## src/rtl/dws_pkg.sv

```systemverilog
package dws_pkg;

    localparam int LEN_W = 5;

    typedef enum logic [1:0] {
        ST_HALT   = 2'd0,
        ST_BIT_LO = 2'd1,
        ST_BIT_HI = 2'd2
    } ser_state_t;

    // Length select: bit 0 is the lower bit.
    function automatic logic [LEN_W-1:0] word_len(input logic [1:0] sel);
        unique case (sel)
            2'b00:   return LEN_W'(16);
            2'b01:   return LEN_W'(18);
            2'b10:   return LEN_W'(20);
            default: return LEN_W'(24);
        endcase
    endfunction

endpackage

```

## src/rtl/dws_tick_gen.sv

```systemverilog
module dws_tick_gen #(
    parameter int PERIOD = 64,
    localparam int TICK_W = $clog2(PERIOD)
) (
    input  logic              clk,
    input  logic              rst_n,
    output logic [TICK_W-1:0] tick_q,
    output logic [TICK_W-1:0] tick_nxt,
    output logic              last
);

    assign last     = (tick_q == TICK_W'(PERIOD - 1));
    assign tick_nxt = last ? '0 : tick_q + 1'b1;

    // Reset parks on the last tick so the first edge starts a word.
    always_ff @(posedge clk) begin
        if (!rst_n) tick_q <= TICK_W'(PERIOD - 1);
        else        tick_q <= tick_nxt;
    end

endmodule

```

## src/rtl/dws_shift_fsm.sv

```systemverilog
module dws_shift_fsm
    import dws_pkg::*;
#(
    parameter int SAMPLE_W = 24
) (
    input  logic                   clk,
    input  logic                   rst_n,
    input  logic                   start,
    input  logic [LEN_W-1:0]       nbits,
    input  logic                   offset_fmt,
    input  logic [1:0][SAMPLE_W-1:0] samp,
    output logic                   bck,
    output logic [1:0]             dout
);

    ser_state_t           state_q, state_d;
    logic [LEN_W-1:0]     bit_idx_q;
    logic [LEN_W-1:0]     len_q;
    logic [SAMPLE_W-1:0]  sh_q [2];
    logic                 last_bit;

    assign last_bit = (bit_idx_q == len_q - 1'b1);

    // Next-state logic
    always_comb begin
        state_d = state_q;
        if (start) begin
            state_d = ST_BIT_LO;
        end else begin
            unique case (state_q)
                ST_HALT:   state_d = ST_HALT;
                ST_BIT_LO: state_d = ST_BIT_HI;
                ST_BIT_HI: state_d = last_bit ? ST_HALT : ST_BIT_LO;
                default:   state_d = ST_HALT;
            endcase
        end
    end

    // State register
    always_ff @(posedge clk) begin
        if (!rst_n) state_q <= ST_HALT;
        else        state_q <= state_d;
    end

    // Bit counter and captured length
    always_ff @(posedge clk) begin
        if (!rst_n) begin
            bit_idx_q <= '0;
            len_q     <= LEN_W'(16);
        end else if (start) begin
            bit_idx_q <= '0;
            len_q     <= nbits;
        end else if (state_q == ST_BIT_HI && state_d == ST_BIT_LO) begin
            bit_idx_q <= bit_idx_q + 1'b1;
        end
    end

    // Per-channel shift registers
    for (genvar ch = 0; ch < 2; ch++) begin : g_chan
        logic [SAMPLE_W-1:0] enc;
        assign enc = offset_fmt
                   ? {samp[ch][SAMPLE_W-1], ~samp[ch][SAMPLE_W-2:0]}
                   : samp[ch];

        always_ff @(posedge clk) begin
            if (!rst_n)
                sh_q[ch] <= '0;
            else if (start)
                sh_q[ch] <= enc;
            else if (state_q == ST_BIT_HI && state_d == ST_BIT_LO)
                sh_q[ch] <= {sh_q[ch][SAMPLE_W-2:0], 1'b0};
        end

        assign dout[ch] = (state_q != ST_HALT) && sh_q[ch][SAMPLE_W-1];
    end

    // Output decode
    always_comb begin
        bck = (state_q == ST_BIT_HI);
    end

    // data does not move on a rising bit-clock edge
    assert_data_stable_at_rise_R2: assert property (@(posedge clk) disable iff (!rst_n)
        $rose(bck) |-> $stable(dout));

endmodule

```

## src/rtl/dws_deglitch.sv

```systemverilog
module dws_deglitch #(
    parameter int SLOTS          = 32,
    parameter int TICKS_PER_SLOT = 2,
    localparam int PERIOD = SLOTS * TICKS_PER_SLOT,
    localparam int TICK_W = $clog2(PERIOD),
    localparam int SLOT_W = $clog2(SLOTS)
) (
    input  logic              clk,
    input  logic              rst_n,
    input  logic [TICK_W-1:0] tick_nxt,
    input  logic [SLOT_W-1:0] fall_slot,
    input  logic [SLOT_W-1:0] rise_slot,
    output logic              dg_o
);

    logic              slot_begin;
    logic [SLOT_W-1:0] next_slot;

    assign slot_begin = ((int'(tick_nxt) % TICKS_PER_SLOT) == 0);
    assign next_slot  = SLOT_W'(int'(tick_nxt) / TICKS_PER_SLOT);

    // Rise has priority when both slots coincide.
    always_ff @(posedge clk) begin
        if (!rst_n) begin
            dg_o <= 1'b1;
        end else if (slot_begin) begin
            if (next_slot == rise_slot)      dg_o <= 1'b1;
            else if (next_slot == fall_slot) dg_o <= 1'b0;
        end
    end

endmodule

```

## src/rtl/dac_word_serializer.sv

```systemverilog
module dac_word_serializer
    import dws_pkg::*;
#(
    parameter int SAMPLE_W       = 24,
    parameter int SLOTS          = 32,
    parameter int TICKS_PER_SLOT = 2,
    parameter int DG_FALL_DEF    = 14,
    parameter int DG_RISE_DEF    = 30,
    localparam int SLOT_W = $clog2(SLOTS)
) (
    input  logic                clk,
    input  logic                rst_n,
    input  logic [SAMPLE_W-1:0] samp_l,
    input  logic [SAMPLE_W-1:0] samp_r,
    input  logic [1:0]          len_sel,
    input  logic                offset_fmt,
    input  logic                wck_pol,
    input  logic                dg_prog,
    input  logic [SLOT_W-1:0]   dg_fall_slot,
    input  logic [SLOT_W-1:0]   dg_rise_slot,
    output logic                bck_o,
    output logic                wck_o,
    output logic                dout_l_o,
    output logic                dout_r_o,
    output logic                dg_o
);

    localparam int PERIOD = SLOTS * TICKS_PER_SLOT;
    localparam int HALF   = PERIOD / 2;
    localparam int TICK_W = $clog2(PERIOD);

    logic [TICK_W-1:0]       tick_q, tick_nxt;
    logic                    last;
    logic                    pol_q;
    logic [SLOT_W-1:0]       fall_q, rise_q, fall_eff, rise_eff;
    logic [1:0]              dout;
    logic [1:0][SAMPLE_W-1:0] samp;

    dws_tick_gen #(.PERIOD(PERIOD)) u_tick (
        .clk     (clk),
        .rst_n   (rst_n),
        .tick_q  (tick_q),
        .tick_nxt(tick_nxt),
        .last    (last)
    );

    // Settings are taken only on the edge that starts a word.
    assign fall_eff = !last   ? fall_q
                    : dg_prog ? dg_fall_slot : SLOT_W'(DG_FALL_DEF);
    assign rise_eff = !last   ? rise_q
                    : dg_prog ? dg_rise_slot : SLOT_W'(DG_RISE_DEF);

    always_ff @(posedge clk) begin
        if (!rst_n) begin
            pol_q  <= 1'b0;
            fall_q <= SLOT_W'(DG_FALL_DEF);
            rise_q <= SLOT_W'(DG_RISE_DEF);
        end else begin
            if (last) pol_q <= wck_pol;
            fall_q <= fall_eff;
            rise_q <= rise_eff;
        end
    end

    assign samp = {samp_r, samp_l};

    dws_shift_fsm #(.SAMPLE_W(SAMPLE_W)) u_ser (
        .clk       (clk),
        .rst_n     (rst_n),
        .start     (last),
        .nbits     (word_len(len_sel)),
        .offset_fmt(offset_fmt),
        .samp      (samp),
        .bck       (bck_o),
        .dout      (dout)
    );

    dws_deglitch #(.SLOTS(SLOTS), .TICKS_PER_SLOT(TICKS_PER_SLOT)) u_dg (
        .clk      (clk),
        .rst_n    (rst_n),
        .tick_nxt (tick_nxt),
        .fall_slot(fall_eff),
        .rise_slot(rise_eff),
        .dg_o     (dg_o)
    );

    assign dout_l_o = dout[0];
    assign dout_r_o = dout[1];
    assign wck_o    = (int'(tick_q) < HALF) ? pol_q : ~pol_q;

    // the word clock moves only at the word start or the midpoint
    assert_wck_edges_R4: assert property (@(posedge clk) disable iff (!rst_n)
        (wck_o != $past(wck_o)) |-> (tick_q == '0 || int'(tick_q) == HALF));

    // every burst is over before the period wraps
    assert_quiet_at_wrap_R3: assert property (@(posedge clk) disable iff (!rst_n)
        last |-> (!bck_o && !dout_l_o && !dout_r_o));

    // the strobe moves only at a slot boundary that was selected
    assert_dg_on_slot_R7: assert property (@(posedge clk) disable iff (!rst_n)
        (dg_o != $past(dg_o)) |->
            ((int'(tick_q) % TICKS_PER_SLOT) == 0 &&
             (SLOT_W'(int'(tick_q) / TICKS_PER_SLOT) == fall_q ||
              SLOT_W'(int'(tick_q) / TICKS_PER_SLOT) == rise_q)));

    // a burst never starts while the previous one is running
    assert_burst_starts_idle_R1: assert property (@(posedge clk) disable iff (!rst_n)
        (tick_q == '0) |-> !bck_o);

endmodule

```

## config.mk

```make
export PLATFORM = sky130hd
export DESIGN_NAME = dac_word_serializer
export DESIGN_NICKNAME = d
export VERILOG_FILES = /design/src/rtl/dws_pkg.sv /design/src/rtl/dws_tick_gen.sv /design/src/rtl/dws_shift_fsm.sv /design/src/rtl/dws_deglitch.sv /design/src/rtl/dac_word_serializer.sv
export SDC_FILE = /design/constraint.sdc
export NUM_CORES = 1
export LEC_CHECK = 0
export ABC_AREA = 0
export CORE_MARGIN = 2
export CORE_UTILIZATION = 35
export CTS_CLUSTER_DIAMETER = 120
export DETAILED_ROUTE_END_ITERATION = 7
export GPL_ROUTABILITY_DRIVEN = 1
export SLEW_MARGIN = 15
export SYNTH_ARGS = -nofsm -noshare
export SYNTH_HDL_FRONTEND = slang
export SYNTH_SLANG_ARGS = --single-unit
```

## constraint.sdc

```tcl
create_clock -name clk -period 3.78 [get_ports clk]
set_input_delay 0.756 -clock clk [delete_from_list [all_inputs] [get_ports clk]]
set_output_delay 0.756 -clock clk [all_outputs]
set_load 0.02 [all_outputs]
```

# After elaboration in Yosys (flattened, before gate mapping)
# Memories as Yosys holds them, arrays and structs flattened.
# Cells that the tools add are included.
[word_totals]
regBits = 30
ram_bits = 48
inputBits = 65
out_inout_bits = 5
word_cells = 65
n_memories = 1
[op_classes]
addsub = 3
magnitude_cmp = 1
eq_ne = 9
n_mux = 26
n_bitwise = 8
n_reduce_logical = 9
[memory_table]
columns = ["memory", "depth", "word_bits", "read_ports", "rd_clocked_by_memory_dff", "wr", "line_no", "source"]
rows = [
  ["u_ser.sh_q", 2, 24, 2, 0, 2, "dws_shift_fsm.sv:19", "logic [SAMPLE_W-1:0] sh_q [2];"],
]
[ops]
columns = ["operator", "n"]
rows = [
  ["$mux 24", 4],
  ["$mux 23", 2],
  ["$not 23->23", 2],
  ["$logic_not 32->1", 1],
  ["$mux 5", 4],
  ["$eq 5x5->1", 3],
  ["$mux 1", 12],
  ["$pmux 4 s3", 1],
  ["$add 6x1->6 const B", 1],
  ["$eq 2x1->1 const B", 3],
  ["$eq 6x6->1 const B", 1],
  ["$lt 6x6->1 const B", 1],
  ["$mux 6", 1],
  ["$add 5x1->5 const B", 1],
  ["$sub 5x1->5 const B", 1],
  ["$eq 2x2->1 const B", 2],
  ["$or 1x1->1", 4],
  ["$pmux 2 s2", 1],
  ["$reduce_bool 2->1", 2],
  ["$logic_and 1x1->1", 3],
  ["$logic_not 2->1", 1],
  ["$mux 2", 1],
  ["$not 1->1", 2],
  ["$reduce_and 2->1", 1],
  ["$reduce_or 2->1", 1],
]

# Logic depth before layout (Yosys ltp)
[depth]
depth_word = 12
mapped_depth = 10

# Hierarchy
# From an unflattened synthesis, not the netlist that was laid out.
[unflattened]
hier_cells = 349
hier_area_um2 = 4065.1
[by_module_without_submodules]
columns = ["mod", "n_inst", "cells_per_inst", "area_per_inst_um2", "seq_area_each_um2"]
rows = [
  ["dws_shift_fsm", 1, 244, 3118.0, 1681.6],
  ["dac_word_serializer", 1, 62, 534.3, 220.2],
  ["dws_tick_gen", 1, 28, 271.5, 120.1],
  ["dws_deglitch", 1, 15, 141.4, 20.0],
]

# Worst setup path before layout
# Ideal clock, no wire load.
[synth_path]
path_kind = "register to register"
start = "reg u_tick.tick_q[0]"
end = "mem u_ser.sh_q[0][0], enable pin"
setup_time_ns = 0.490
t_arrival_ns = 2.150
slack_ns = 1.140
path_stages_with_launch = 8
period_less_slack_ns = 2.640
path_cell_list = "dfxtp_1 -> ha_1 -> and3_1 -> clkbuf_1 -> nand3_1 -> buf_2 -> buf_1 -> nand3_1"
[synth_lines]
columns = ["element", "line_no", "source"]
rows = [
  ["start: declaration", "dws_tick_gen.sv:7", "output logic [TICK_W-1:0] tick_q,"],
  ["start signal: assignment", "dws_tick_gen.sv:17", "if (!rst_n) tick_q <= TICK_W'(PERIOD - 1);"],
  ["start signal: assignment", "dws_tick_gen.sv:18", "else tick_q <= tick_nxt;"],
  ["end: declaration", "dws_shift_fsm.sv:19", ""],
]

==> results by stage <==
Outcome:
- The flow ran to the end, and the final reports show no timing, DRC or antenna violations.

Floorplanning:
- In this run the count of I/O pins placed on the die edge is 70.
- For this configuration, the core starts out at a cell density of 35.9%.
- The die covers 12000 um2.
- The x dimension of the die is 110 um.
- The initialized floorplan defines 38 standard-cell rows.
- Measured along the y axis, the die boundary spans 110 um.
- The placeable core area is 10900 um2.

Yosys:
- The netlist uses 40 different library cells.
- Yosys printed 0 warnings.
- Synthesis produced a netlist with a net count of 472.
- The synthesized netlist devotes 14.9% of its cell area to XOR and XNOR gates.
- The proportion of netlist area held by the largest area contributor is 36.9%.
- In the post-synthesis netlist, the biggest area contributors are sky130_fd_sc_hd__edfxtp_1, sky130_fd_sc_hd__dfxtp_1, sky130_fd_sc_hd__xnor2_1, sky130_fd_sc_hd__o21ai_0, sky130_fd_sc_hd__nand2_1.
- Dividing the synthesized area by the synthesized cell count gives 9.68 um2.
- The mux share of post-synthesis cell area is 0.256%.
- The synthesized-area fraction occupied by adder cells is 0.960%.
- Of all cell types, the one taking the most synthesized area is sky130_fd_sc_hd__edfxtp_1.
- The area share of and/or/nand/nor cells after synthesis is 14.7%.
- For this run, the register share of the synthesized area comes to 51.2%.
- After synthesis, the largest family of logic cells by area is XOR/XNOR gates.
- The synthesized netlist occupies a cell area of 3910 um2.
- The async set-reset flop share out of synthesis is 0%.
- The leading cell type by number of instances after synthesis is sky130_fd_sc_hd__nand2_1.
- The commonest cells after synthesis are sky130_fd_sc_hd__nand2_1, sky130_fd_sc_hd__o21ai_0, sky130_fd_sc_hd__xnor2_1.
- The number of cells produced by synthesis is 404.
- The number of flops mapped to enable cells by yosys is 48.
- The number of flip-flops and latches in the synthesized netlist is 76.
- Among all flip-flop cells after synthesis, the most frequent one is sky130_fd_sc_hd__edfxtp_1.
- The synthesized netlist devotes 14.7% of its cell area to compound gates.

Pwr:
- The leakage power is 1.70 nW.
- IR analysis of the VDD net gives a maximum drop of 0.000230 V.
- The power density over the cells is 572 nW/um2.

Placement:
- At the end of routability-driven placement, the weighted congestion stood at 0.875.
- The HPWL after detailed placement is 5760 um.
- Input and output buffers added on the ports amount to 69.

Drt:
- The via density per instance is 4.89.
- The final layout contains routed wiring with a total length of 8270 um.
- The violation count after the first detailed-route iteration is 144.
- The first-pass iteration count of the detailed router is 4.
- The mean routed wirelength per cell is 13.5 um.
- Across all layers, the routed design uses 2988 vias.
- The number of remaining DRC errors is 0.
- The number of nets still failing antenna checks after routing is 0.

Min path:
- The startpoint identified for the worst hold timing path is u_ser.state_q[1].
- The path with the worst hold slack has its endpoint at u_ser.state_q[1].
- The kind of path behind the tightest hold check is flip-flop to flip-flop.
- Counting instances, the worst hold path has a depth of 1.

STA:
- Across the routed clock network, the largest skew measured is 0.0141 ns.
- The total count of max-transition violations in the final report is 0.
- The final critical delay including setup and external delays is 2.85 ns.
- The sum of negative setup slack is 0 ns.
- For the pin with the worst max-slew slack, the measured transition is 0.943 ns.
- The worst pin sits at a relative slew slack of 37.0%.
- The number of failing setup endpoints in the final timing report is 0.
- Setup repair after global routing left no endpoint under its margin.
- The count of endpoints failing hold in the final timing report is 0.
- The maximum operating frequency is 351 MHz.
- The share of the clock period used by the worst path is 75.5%.

Clock tree:
- The number of resized instances in the post-cts repair step is 0.
- The tree built by TritonCTS fans out to 76 sinks.
- Counting the buffers created by CTS gives 9.
- The number of H-tree levels is 3.
- For the worst-skew pair, the clock arrives at the later sink with an insertion delay of 0.36 ns.
- The maximum buffer depth of the clock tree is 2.
- Buffers added to address setup during post-CTS repair amount to 0.
- The number of hold buffers added after CTS was 0.
- Clock-pin slew was measured on the worst setup and hold paths at 0.09 ns.
- The root buffer cell is sky130_fd_sc_hd__clkbuf_8.
- The CTS tree is built.

Setup path:
- In this run the worst path has a maximum fanout of 45.
- The worst setup path is launched from a flip-flop.
- The startpoint of the worst setup timing path is u_tick.tick_q[0].
- The launch instance of the worst register-to-register path is u_tick.tick_q[0].
- The length in cells of the worst reg-to-reg path is 8.
- The endpoint of the worst-slack reg-to-reg timing path is u_ser.sh_q[1][5].
- The reg-to-reg setup timing slack is 0.93 ns.
- The endpoint class of the critical path is a flip-flop.
- The data arrival time of the worst path is 3.04 ns.
- At the worst endpoint, the required time is 3.97 ns.
- The category of the most critical setup path is flip-flop to flip-flop.

Global route:
- The aggregate global-route resource usage is 14.5%.
- For this run, global-route usage on met3 was measured as 3.62%.
- The number of global-route vias before repair came to 2910.
- The maximum number of pins on one net before global-route repair is 46.
- The global-route layer with the greatest usage is met2.
- In the global route stage, met1 resource usage came out at 19.7%.
- The global route total overflow is 0.
- The number of antenna violations at the first check in global routing is 0.
- The met2 track demand over resource in global routing is 22.6%.
- The global-route wire length before repair is 13600 um.

Finish:
- The filler cells instantiated in the layout total 1061.
- The final antenna diode count is 0.
- The share of final-layout standard cells stronger than drive strength 1 is 5.94%.
- The area taken by flip-flops and latches is 2000 um2.
- The synthesis-to-layout area growth is 25.7%.
- Cells fill 45.1% of the core in the end.
- The multi-input combinational cell area is 1790 um2.
- The final net count is 534.

Job:
- The count of maximum capacitance violations is 0.
[layer usage]
metal	routed length, um	share of wire (%)
met1	4040	49
met2	3690	45
met4	102	1.2
met5	0	0
met3	431	5.2
[layout make-up]
class | instances | area share (%)
Clock buffer | 9 | 2.52
Clock inverter | 7 | 1.20
Inverter | 6 | 0.458
Multi-Input combinational cell | 296 | 36.4
Sequential cell | 76 | 40.7
Tap cell | 140 | 3.56
Timing Repair Buffer | 77 | 15.2
[worst max-delay path by stage]
stage                                   end  depth (start not counted)
after global routing      u_ser.sh_q[1][12]                          8
after global placement            u_dg.dg_o                          7
after floorplan            u_ser.sh_q[0][0]                          7
after CTS                  u_ser.sh_q[1][5]                          8
final                      u_ser.sh_q[1][5]                          8
after detailed placement          u_dg.dg_o                          7
[power by group]
part	total (mW)	switching (mW)	leakage, nW	internal, mW
Sequential	1.31	0.140	0.737	1.17
Clock	0.590	0.341	0.0872	0.249
Combinational	0.914	0.524	0.874	0.390
Total	2.81	1.00	1.70	1.81
[placed cells by master (no fill, tap or decap), types with 5 or more instances in the layout]
| master | count |
|---|---|
| sky130_fd_sc_hd__inv_1 | 6 |
| sky130_fd_sc_hd__a21oi_1 | 10 |
| sky130_fd_sc_hd__buf_4 | 8 |
| sky130_fd_sc_hd__nor2_1 | 15 |
| sky130_fd_sc_hd__xor2_1 | 6 |
| sky130_fd_sc_hd__clkbuf_8 | 9 |
| sky130_fd_sc_hd__dfxtp_1 | 28 |
| sky130_fd_sc_hd__o211ai_1 | 5 |
| sky130_fd_sc_hd__clkdlybuf4s50_1 | 68 |
| sky130_fd_sc_hd__a21boi_0 | 6 |
| sky130_fd_sc_hd__xnor2_1 | 58 |
| sky130_fd_sc_hd__edfxtp_1 | 48 |
| sky130_fd_sc_hd__nand3_1 | 10 |
| sky130_fd_sc_hd__nand2_1 | 72 |
| sky130_fd_sc_hd__nand4_1 | 5 |
| sky130_fd_sc_hd__o21ai_0 | 59 |
[cells by family after synthesis]
logic type | after synthesis
flops | 76
compound gates | 99
fa+ha+maj | 3
simple gates | 128
mux | 1
xor+xnor | 65
buf+inv | 32
[critical path, cell delays in order (launching register included)]
cell	delay (ns)
sky130_fd_sc_hd__dfxtp_1	0.39
sky130_fd_sc_hd__ha_1	0.31
sky130_fd_sc_hd__and3_1	0.28
sky130_fd_sc_hd__nand3_1	0.13
sky130_fd_sc_hd__buf_4	0.21
sky130_fd_sc_hd__nand2_1	0.26
sky130_fd_sc_hd__nor2_4	0.79
sky130_fd_sc_hd__nand2_1	0.15
sky130_fd_sc_hd__o21ai_0	0.12
[sequential cells by signal, indices dropped and copies added (netlist names)]
| name | cells |
|---|---|
| u_tick.tick_q | 6 |
| rise_q | 5 |
| u_ser.len_q | 3 |
| fall_q | 5 |
| u_ser.sh_q | 48 |
| u_dg.dg_o | 1 |
| u_ser.state_q | 2 |
| pol_q | 1 |
| u_ser.bit_idx_q | 5 |
[through the flow]
stage	hold WS [ns]	area [um2]	total power [mW]	instances	setup slack [ns]
after detailed placement	0.461	4730	2.24	595	0.840
final	0.477	4910	2.81	611	0.927
after floorplan	0.435	3910	1.93	404	1.14
after CTS	0.476	4910	2.83	611	0.911
after global routing	0.506	4910	3.00	611	0.675
after global placement	0.447	4730	2.23	595	0.910
(Power assumes the default switching activity.)
